`config.mk`:
```
export PLATFORM = sky130hd
export DESIGN_NAME = ihex_loader
export DESIGN_NICKNAME = d
export VERILOG_FILES = /design/src/rtl/ihex_pkg.sv /design/src/rtl/ihex_hex_decode.sv /design/src/rtl/ihex_csum_acc.sv /design/src/rtl/ihex_addr_gen.sv /design/src/rtl/ihex_loader.sv
export SDC_FILE = /design/constraint.sdc
export NUM_CORES = 1
export LEC_CHECK = 0
export CORE_ASPECT_RATIO = 1.25
export CORE_MARGIN = 3
export CORE_UTILIZATION = 50
export CTS_BUF_LIST = sky130_fd_sc_hd__clkbuf_8 sky130_fd_sc_hd__clkbuf_16
export DETAILED_ROUTE_END_ITERATION = 6
export DONT_BUFFER_PORTS = 1
export PLACE_DENSITY = 0.76
export SLEW_MARGIN = 25
export SYNTH_ARGS = -nofsm -noshare
export SYNTH_HDL_FRONTEND = slang
export SYNTH_HIERARCHICAL = 1
export SYNTH_SLANG_ARGS = --single-unit
```
`constraint.sdc`:
```
create_clock -name clk -period 5.16 [get_ports clk]
set_clock_uncertainty 0.2 [all_clocks]
set_input_delay 0.516 -clock clk [delete_from_list [all_inputs] [get_ports clk]]
set_output_delay 0.516 -clock clk [all_outputs]
set_load 0.05 [all_outputs]
```
`src/rtl/ihex_pkg.sv`:
```
// Package: shared state encoding and character constants for the hex loader.
// Assumes ASCII input; line terminators are CR and LF.
package ihex_pkg;

    typedef enum logic [3:0] {
        ST_LINE,   // waiting for start of a record
        ST_SKIP,   // discarding until a line terminator
        ST_COUNT,  // byte count field
        ST_ADDR,   // record address field
        ST_TYPE,   // record type field
        ST_DATA,   // data bytes of a type 0 record
        ST_SEG,    // segment value of a type 2 record
        ST_CSUM,   // checksum field
        ST_TAIL,   // after checksum, waiting for terminator
        ST_DONE    // loading finished
    } parse_st_t;

    localparam logic [7:0] CH_COLON = 8'h3A;
    localparam logic [7:0] CH_CR    = 8'h0D;
    localparam logic [7:0] CH_LF    = 8'h0A;

endpackage

```
`src/rtl/ihex_hex_decode.sv`:
```
// Module: ihex_hex_decode
// Converts one ASCII character to a 4-bit value and flags whether it is a
// hex digit. Upper and lower case letters are both accepted.
// Assumes: purely combinational, no state.
module ihex_hex_decode (
    input  logic [7:0] ch,
    output logic       is_hex,
    output logic [3:0] nib
);

    // Classify the character and derive its nibble value
    always_comb begin
        is_hex = 1'b0;
        nib    = 4'h0;
        if (ch >= 8'h30 && ch <= 8'h39) begin
            is_hex = 1'b1;
            nib    = ch[3:0];
        end else if ((ch >= 8'h41 && ch <= 8'h46) || (ch >= 8'h61 && ch <= 8'h66)) begin
            is_hex = 1'b1;
            nib    = ch[3:0] + 4'd9;
        end
    end

endmodule

```
`src/rtl/ihex_csum_acc.sv`:
```
// Module: ihex_csum_acc
// Running modulo-2^W sum of the bytes of one record.
// Assumes: clear and add are never asserted in the same cycle.
module ihex_csum_acc #(
    parameter int W = 8
) (
    input  logic         clk,
    input  logic         rst_n,
    input  logic         clear,
    input  logic         add,
    input  logic [W-1:0] byte_in,
    output logic [W-1:0] sum
);

    // Accumulate record bytes; restart at each record start
    always_ff @(posedge clk) begin
        if (!rst_n) begin
            sum <= '0;
        end else if (clear) begin
            sum <= '0;
        end else if (add) begin
            sum <= sum + byte_in;
        end
    end

endmodule

```
`src/rtl/ihex_addr_gen.sv`:
```
// Module: ihex_addr_gen
// Holds the segment base and the running write address. On start the
// address becomes (segment << SEG_SHIFT) + record address; on step it
// advances by one, wrapping at 2^ADDR_W.
// Assumes: start and step are never high together.
module ihex_addr_gen #(
    parameter int ADDR_W    = 20,
    parameter int SEG_W     = 16,
    parameter int REC_AW    = 16,
    parameter int SEG_SHIFT = 4
) (
    input  logic              clk,
    input  logic              rst_n,
    input  logic              seg_load,
    input  logic [SEG_W-1:0]  seg_val,
    input  logic              start,
    input  logic [REC_AW-1:0] rec_addr,
    input  logic              step,
    output logic [ADDR_W-1:0] addr
);

    logic [SEG_W-1:0]  seg_q;
    logic [ADDR_W-1:0] base;

    // Form the record base address from segment and record address
    always_comb begin
        base = (ADDR_W'(seg_q) << SEG_SHIFT) + ADDR_W'(rec_addr);
    end

    // Segment register, zero after reset
    always_ff @(posedge clk) begin
        if (!rst_n) begin
            seg_q <= '0;
        end else if (seg_load) begin
            seg_q <= seg_val;
        end
    end

    // Running write address
    always_ff @(posedge clk) begin
        if (!rst_n) begin
            addr <= '0;
        end else if (start) begin
            addr <= base;
        end else if (step) begin
            addr <= addr + 1'b1;
        end
    end

    // Each write moves the address on by exactly one
    p_step_advance_r4: assert property (@(posedge clk) disable iff (!rst_n)
        (step && !start) |=> (addr == $past(addr) + 1'b1));

endmodule

```
`src/rtl/ihex_loader.sv`:
```
// Module: ihex_loader
// Parses a character stream of hex records and issues one memory write per
// data byte. Handles data, end-of-file and segment records; flags checksum
// and format errors; stops after end of data until reset.
// Assumes: ASCII input, one character per valid/ready handshake.
module ihex_loader #(
    parameter int ADDR_W    = 20,
    parameter int SEG_SHIFT = 4
) (
    input  logic              clk,
    input  logic              rst_n,
    input  logic              in_valid,
    input  logic [7:0]        in_char,
    output logic              in_ready,
    output logic              mem_we,
    output logic [ADDR_W-1:0] mem_addr,
    output logic [7:0]        mem_data,
    output logic              load_done,
    output logic              csum_error,
    output logic              bad_record
);
    import ihex_pkg::*;

    localparam int SEG_W  = 16;
    localparam int REC_AW = 16;
    localparam int FCNT_W = $clog2(REC_AW / 4) + 1;
    localparam logic [FCNT_W-1:0] LAST_ADDR_NIB = FCNT_W'(REC_AW / 4 - 1);
    localparam logic [FCNT_W-1:0] LAST_SEG_NIB  = FCNT_W'(SEG_W / 4 - 1);

    parse_st_t          st_q;
    logic [FCNT_W-1:0]  fcnt_q;
    logic [3:0]         hi_q;
    logic [7:0]         cnt_q;
    logic [REC_AW-1:0]  raddr_q;
    logic [SEG_W-1:0]   seg_sh_q;
    logic [7:0]         left_q;
    logic               we_q;
    logic [7:0]         wdata_q;
    logic               done_q;
    logic               cerr_q;
    logic               ill_q;

    logic               acc;
    logic               is_term;
    logic               dec_ok;
    logic [3:0]         nib;
    logic [7:0]         cur_byte;
    logic               second_nib;
    logic               in_rec;
    logic               hex_step;
    logic               zero_hdr;
    logic               csum_clr;
    logic               csum_add;
    logic [7:0]         csum_sum;
    logic               seg_ld;
    logic [SEG_W-1:0]   seg_val;
    logic               a_start;

    ihex_hex_decode u_dec (
        .ch     (in_char),
        .is_hex (dec_ok),
        .nib    (nib)
    );

    ihex_csum_acc #(.W(8)) u_csum (
        .clk     (clk),
        .rst_n   (rst_n),
        .clear   (csum_clr),
        .add     (csum_add),
        .byte_in (cur_byte),
        .sum     (csum_sum)
    );

    ihex_addr_gen #(
        .ADDR_W    (ADDR_W),
        .SEG_W     (SEG_W),
        .REC_AW    (REC_AW),
        .SEG_SHIFT (SEG_SHIFT)
    ) u_addr (
        .clk      (clk),
        .rst_n    (rst_n),
        .seg_load (seg_ld),
        .seg_val  (seg_val),
        .start    (a_start),
        .rec_addr (raddr_q),
        .step     (we_q),
        .addr     (mem_addr)
    );

    // Handshake and per-character decode of the current parser context
    always_comb begin
        in_ready   = !we_q;
        acc        = in_valid && in_ready;
        is_term    = (in_char == CH_CR) || (in_char == CH_LF);
        cur_byte   = {hi_q, nib};
        second_nib = fcnt_q[0];
        in_rec     = (st_q == ST_COUNT) || (st_q == ST_ADDR) || (st_q == ST_TYPE) ||
                     (st_q == ST_DATA)  || (st_q == ST_SEG)  || (st_q == ST_CSUM);
        hex_step   = acc && in_rec && !is_term && dec_ok;
        zero_hdr   = (cnt_q == 8'h00) && (raddr_q == '0);
        csum_clr   = acc && (st_q == ST_LINE) && (in_char == CH_COLON);
        csum_add   = hex_step && second_nib && (st_q != ST_CSUM);
        seg_val    = {seg_sh_q[SEG_W-5:0], nib};
        seg_ld     = hex_step && (st_q == ST_SEG) && (fcnt_q == LAST_SEG_NIB);
        a_start    = hex_step && (st_q == ST_TYPE) && second_nib &&
                     (nib == 4'h0) && !zero_hdr;
    end

    // Record parser: field sequencing, write issue and sticky flags
    always_ff @(posedge clk) begin
        if (!rst_n) begin
            st_q     <= ST_LINE;
            fcnt_q   <= '0;
            hi_q     <= '0;
            cnt_q    <= '0;
            raddr_q  <= '0;
            seg_sh_q <= '0;
            left_q   <= '0;
            we_q     <= 1'b0;
            wdata_q  <= '0;
            done_q   <= 1'b0;
            cerr_q   <= 1'b0;
            ill_q    <= 1'b0;
        end else begin
            we_q <= 1'b0;
            if (acc) begin
                case (st_q)
                    ST_LINE: begin
                        if (in_char == CH_COLON) begin
                            st_q   <= ST_COUNT;
                            fcnt_q <= '0;
                        end else if (!is_term) begin
                            st_q <= ST_SKIP;
                        end
                    end
                    ST_SKIP, ST_TAIL: begin
                        if (is_term) begin
                            st_q <= ST_LINE;
                        end
                    end
                    ST_DONE: begin
                        st_q <= ST_DONE;
                    end
                    default: begin
                        if (is_term) begin
                            ill_q <= 1'b1;
                            st_q  <= ST_LINE;
                        end else if (!dec_ok) begin
                            ill_q <= 1'b1;
                            st_q  <= ST_SKIP;
                        end else begin
                            hi_q   <= nib;
                            fcnt_q <= fcnt_q + 1'b1;
                            case (st_q)
                                ST_COUNT: begin
                                    if (second_nib) begin
                                        cnt_q  <= cur_byte;
                                        st_q   <= ST_ADDR;
                                        fcnt_q <= '0;
                                    end
                                end
                                ST_ADDR: begin
                                    raddr_q <= {raddr_q[REC_AW-5:0], nib};
                                    if (fcnt_q == LAST_ADDR_NIB) begin
                                        st_q   <= ST_TYPE;
                                        fcnt_q <= '0;
                                    end
                                end
                                ST_TYPE: begin
                                    if (!second_nib) begin
                                        if (nib != 4'h0) begin
                                            ill_q <= 1'b1;
                                            st_q  <= ST_SKIP;
                                        end
                                    end else begin
                                        fcnt_q <= '0;
                                        if (zero_hdr || nib == 4'h1) begin
                                            done_q <= 1'b1;
                                            st_q   <= ST_DONE;
                                        end else if (nib == 4'h0) begin
                                            left_q <= cnt_q;
                                            st_q   <= (cnt_q == 8'h00) ? ST_CSUM : ST_DATA;
                                        end else if (nib == 4'h2) begin
                                            st_q <= ST_SEG;
                                        end else begin
                                            st_q <= ST_SKIP;
                                        end
                                    end
                                end
                                ST_DATA: begin
                                    if (second_nib) begin
                                        we_q    <= 1'b1;
                                        wdata_q <= cur_byte;
                                        left_q  <= left_q - 1'b1;
                                        fcnt_q  <= '0;
                                        if (left_q == 8'h01) begin
                                            st_q <= ST_CSUM;
                                        end
                                    end
                                end
                                ST_SEG: begin
                                    seg_sh_q <= seg_val;
                                    if (fcnt_q == LAST_SEG_NIB) begin
                                        st_q   <= ST_CSUM;
                                        fcnt_q <= '0;
                                    end
                                end
                                ST_CSUM: begin
                                    if (second_nib) begin
                                        if ((csum_sum + cur_byte) != 8'h00) begin
                                            cerr_q <= 1'b1;
                                        end
                                        st_q <= ST_TAIL;
                                    end
                                end
                                default: begin
                                    st_q <= ST_SKIP;
                                end
                            endcase
                        end
                    end
                endcase
            end
        end
    end

    // Output mapping
    always_comb begin
        mem_we     = we_q;
        mem_data   = wdata_q;
        load_done  = done_q;
        csum_error = cerr_q;
        bad_record = ill_q;
    end

    // Write strobe lasts one cycle
    p_we_single_r9: assert property (@(posedge clk) disable iff (!rst_n)
        mem_we |=> !mem_we);

    // Done flag holds until reset
    p_done_sticky_r5: assert property (@(posedge clk) disable iff (!rst_n)
        load_done |=> load_done);

    // Checksum error flag holds until reset
    p_csum_sticky_r8: assert property (@(posedge clk) disable iff (!rst_n)
        csum_error |=> csum_error);

    // Malformed-record flag holds until reset
    p_bad_sticky_r10: assert property (@(posedge clk) disable iff (!rst_n)
        bad_record |=> bad_record);

    // No writes once loading has ended
    p_no_write_after_done_r12: assert property (@(posedge clk) disable iff (!rst_n)
        load_done |=> !mem_we);

endmodule

```
# After elaboration in Yosys (flattened, before gate mapping)
# Cells that the tools add are included.
# W data, S select, Z words.
# word_totals
register_bits	111
out_inout_bits	33
word_cells	168
# op_classes
n_addsub	6
n_lt_le_gt_ge	6
n_eq_ne	35
mux	43
bitwise	7
reduce_logical	56
# op_table
operator	n
$mux W4	16
$mux W20	2
$mux W8	4
$pmux W4 S6	1
$mux W3	7
$add A20 B1 Y20 const B	1
$add A20 B16 Y20	1
$reduce_and A5 Y1	4
$logic_and A1 B1 Y1	18
$ne A6 B3 Y1 const B	3
$ne A6 B4 Y1 const B	3
$eq A4 B3 Y1 const B	4
$eq A8 B4 Y1 const B	2
$ge A8 B7 Y1 const B	2
$le A8 B7 Y1 const B	2
$logic_not A16 Y1	1
$pmux W8 S2	1
$reduce_and A7 Y1	2
$eq A4 B2 Y1 const B	3
$pmux W3 S2	2
$pmux W4 S3	1
$reduce_and A6 Y1	2
$reduce_and A10 Y1	1
$ne A3 B2 Y1 const B	3
32 further kinds	67

# Logic depth before layout (Yosys ltp)
# logic_depth
depth_word	14
mapped_depth	16
depth_no_buf	13

# Cells and area by module
# The synthesis kept the hierarchy.
# by_module_without_submodules
mod	n_inst	cells_per_inst	area_per_inst_um2	seq_area_each_um2
ihex_loader	1	452	3752.3	1341.3
ihex_addr_gen	1	267	2278.4	720.7
ihex_csum_acc	1	68	589.3	160.2
ihex_hex_decode	1	25	203.9	0.0

# Worst setup path after synthesis
# OpenSTA, ideal clock, no wires.
# synth_path
kind	input to register
from	input port in_char[0]
to	register u_addr.addr[19]
setup_ns	0.079
arrival_ns	3.521
slack_ns	1.360
stages	14
n_path_buf	2
cell_sequence	inv_1 -> ha_1 -> nand2b_1 -> o211ai_1 -> o22ai_1 -> clkbuf_1 -> or4_4 -> o21bai_1 -> nor3_1 -> clkbuf_1 -> clkinv_1 -> or3_1 -> or3_1 -> o211ai_1
# synth_rtl
item	line_no	source
from (decl)	ihex_loader.sv:13	input logic [7:0] in_char,
$ge A8 B7 Y1 or $le A8 B7 Y1 (tied branches)	ihex_hex_decode.sv:18	end else if ((ch >= 8'h41 && ch <= 8'h46) || (ch >= 8'h61 && ch <= 8'h66)) begin
$logic_and A1 B1 Y1	ihex_hex_decode.sv:18	
$logic_or A1 B1 Y1	ihex_hex_decode.sv:18	
$mux W4	ihex_hex_decode.sv:18	
$mux W4 (*)	ihex_hex_decode.sv:15	if (ch >= 8'h30 && ch <= 8'h39) begin
net nib[1]	ihex_loader.sv:46	logic [3:0] nib;
$logic_not A4 Y1 (*)	ihex_loader.sv:106	(nib == 4'h0) && !zero_hdr;
$logic_and A1 B1 Y1 (*)	ihex_loader.sv:105	a_start = hex_step && (st_q == ST_TYPE) && second_nib &&
$logic_and A1 B1 Y1 (*)	ihex_loader.sv:106	
net a_start	ihex_loader.sv:57	logic a_start;
$mux W20 or $reduce_bool A2 Y1 (tied branches)	n/a	
to (signal assigned)	ihex_addr_gen.sv:44	addr <= base;
to (signal assigned)	ihex_addr_gen.sv:46	addr <= addr + 1'b1;
to (decl)	ihex_addr_gen.sv:19	output logic [ADDR_W-1:0] addr
# The timed path passes the listed nets; every way through them passes the cells marked *.
# A chain may end at the register's enable or synchronous reset.

# Worst setup path in the final report
# layout_path
from	input port in_char[1]
to	register u_addr.addr[19]
# Same word-level chain as after synthesis.

==> out/qor.yml <==
outcome: "finished clean"
synth_top_area_cell: "dfxtp_1"
power_switching_w: 0.000455
dr.pass1.iters: 6
pwr-share-comb: 0.086
met2_usage: 0.379
cp-end-kind: "flip-flop"
row_count: 47
hp-class: "in2reg"
cp_cell_sequence: "inv_1 -> ha_1 -> nand2b_1 -> o211ai_1 -> o22ai_1 -> buf_4 -> or4_4 -> o21bai_1 -> nor3_2 -> clkinv_1 -> or3_1 -> or3_1 -> o211ai_1"
antenna_found_initial: 0
yosys-top-cells-area: "dfxtp_1 (33%), mux2i_1 (8.5%), ha_1 (6.6%)"
tightest_slew_ns: 0.973
dieArea_um2: 15100
finalMaxSlewViolations: 0
synth_common_cells: "dfxtp_1 (111), nor2_1 (90), nand2_1 (65)"
clock.fmax_mhz: 264
cts_tree: "built"
fin_util: 0.541
min_period_over_period: 0.734
cts_buffers: 9
switching_share: 0.256
start_util: 0.513
grt_pass1_wl_mm: 27.3
async_flop_share: 0
synth_top_area_frac: 0.326
postCtsSetupBuffers: 0
syn_area_um2: 6820
rsz0062_at_grt: "no"
yosys_register_bits: 111
area_delta_synth_final_pct: 5.39
post-place-cells: 947
grt_pass1_vias: 5489
fin_setup_tns_ns: 0
hold_viol: 0
worst_ep_arrival_time_ns: 3.86
cts_buffer_depth: 2
pin_count: 44
root_buffer: "clkbuf_16"
yosysMostFrequentCell: "dfxtp_1"
power.total_w: 0.00178
vdd_ir_drop_max_mv: 0.151
synth_flop_cell: "dfxtp_1"
grt_start_max_net_pins: 62
met3_usage: 0.0416
syn_area_per_cell_um2: 8.40
htreeDepth: 3
die_y_um: 137
start_kind: "input pin"
slowest_stage: "or4_4"
grt-busiest-layer: "met2"
n_fill_cell: 1242
worstPathRequired_ns: 5.23
fin_cells: 963
dp_hpwl_mm: 11.6
gp_congestion: 0.948
cap_violations: 0
first_iter_violations: 480
port_buffers: 0
synth-edff-count: 0
wirelength_mm: 16.3
max_slew_margin: 0.351
postCtsHoldBufs: 0
viasPerCell: 6.09
drcViolationCount: 0
core_um2: 13300
worstSetupPathType: "in2reg"
worstPathMaxFanout: 18
synth_cells: 812
clockPowerShare: 0.402
clkTransAtPathRegs_ns: 0.07
nNetsFinal: 837
p_int_w: 0.00132
seqPwrFrac: 0.512
synth_nets: 862
drive_gt1_frac: 0.0720
wire_per_inst_um: 16.9
dr_total_vias: 5868
worst_path_largest_cell_delay_ns: 0.53
track_usage: 0.217
setup_viol: 0
synth_cell_types: 83
overflow: 0
insertedDiodeCount: 0
cts_resized: 0
drtAntennaViolNets: 0
period_needed_ns: 3.79
yosysWarnings: 6
ys_seq_area_frac: 0.326
cts.sinks: 111
die_x_um: 110
p_leak_nw: 2.77
met1_usage: 0.264
clock_latency_ns: 0.35
p_per_area_nw_per_um2: 247
[cell families after synthesis]
group	share of synthesized area
buf+inv	0.0446
simple gates	0.236
xor+xnor	0.0398
mux	0.0851
fa+ha+maj	0.0748
flops	0.326
compound gates	0.194
[power by group through the flow]
| stage | Sequential [W] | Clock [W] | Combinational [W] |
|---|---|---|---|
| 6_report | 0.000911 | 0.000714 | 0.000153 |
| 5_1_grt | 0.000913 | 0.000764 | 0.000163 |
| 4_1_cts | 0.000908 | 0.000733 | 0.000149 |
| 3_3_place_gp | 0.000927 | 0 | 0.000147 |
| 2_1_floorplan | 0.000893 | 0 | 0.000153 |
| 3_5_place_dp | 0.000928 | 0 | 0.000147 |
[routing by layer]
metal / wire [µm] / share of wire
met1: 6790 / 0.42
met2: 8160 / 0.50
met3: 897 / 0.055
met4: 429 / 0.026
met5: 0 / 0
[flip-flops by register name, indices dropped and copies added, names as in the netlist]
register      flops
u_addr/addr      20
raddr_q          16
u_addr/seg_q     16
seg_sh_q         12
cnt_q             8
left_q            8
mem_data          8
u_csum/sum        8
hi_q              4
st_q              4
fcnt_q            3
bad_record        1
csum_error        1
load_done         1
mem_we            1
[cell type report]
| type | instances | area [µm²] | share of cell area |
|---|---|---|---|
| Clock buffer | 11 | 253 | 0.0351 |
| Clock inverter | 5 | 53.8 | 0.00748 |
| Inverter | 25 | 93.8 | 0.0130 |
| Multi-Input combinational cell | 633 | 4300 | 0.598 |
| Sequential cell | 111 | 2220 | 0.309 |
| Tap cell | 171 | 214 | 0.0297 |
| Timing Repair Buffer | 7 | 52.6 | 0.00731 |
[worst paths after layout]
| check | startpoint | slack (ns) | depth (start not counted) | end |
|---|---|---|---|---|
| max reg2reg | mem_we | 1.70 | 7 | u_addr/addr[19] |
| max | in_char[1] | 1.37 | 13 | u_addr/addr[19] |
| min | rst_n | 0.11 | 2 | u_addr/addr[10] |
| min reg2reg | cnt_q[6] | 0.27 | 2 | cnt_q[6] |
[critical path: cells and delay by family]
family | cells | cell delay [ns]
AND/OR/NAND/NOR | 5 | 1.64
AO/OA/AOI/OAI | 4 | 0.74
adder cells (fa/ha/maj) | 1 | 0.21
buffers and inverters | 3 | 0.76
[per-stage QoR]
stage / instance area (µm²) / worst slack (ns) / hold WS (ns)
global route: 7190 / 1.13 / 0.0992
finish: 7190 / 1.37 / 0.110
floorplan: 6820 / 1.36 / 0.249
global placement: 6890 / 1.13 / 0.266
detailed placement: 6890 / 1.06 / 0.272
CTS: 7190 / 1.42 / 0.0928
[cell usage in the layout, fill, tap and decap left out, types with 5 or more instances in the layout]
| cell type | count |
|---|---|
| o211ai_1 | 8 |
| nor4_1 | 8 |
| nor3_1 | 10 |
| o21ai_1 | 5 |
| nor2_1 | 90 |
| nand2_1 | 65 |
| nand3_1 | 40 |
| ha_1 | 36 |
| nand4_1 | 10 |
| inv_1 | 23 |
| clkbuf_16 | 9 |
| xor2_1 | 18 |
| a21o_1 | 7 |
| a21oi_1 | 45 |
| o21a_1 | 6 |
| mux2i_1 | 58 |
| or3_1 | 8 |
| o21ai_0 | 53 |
| buf_4 | 7 |
| nor2b_1 | 13 |
| and3_1 | 12 |
| nor3b_1 | 7 |
| a211oi_1 | 15 |
| xnor2_1 | 13 |
| dfxtp_1 | 111 |
| nand2b_1 | 9 |
Note: power is estimated with default switching activity, not from simulation.
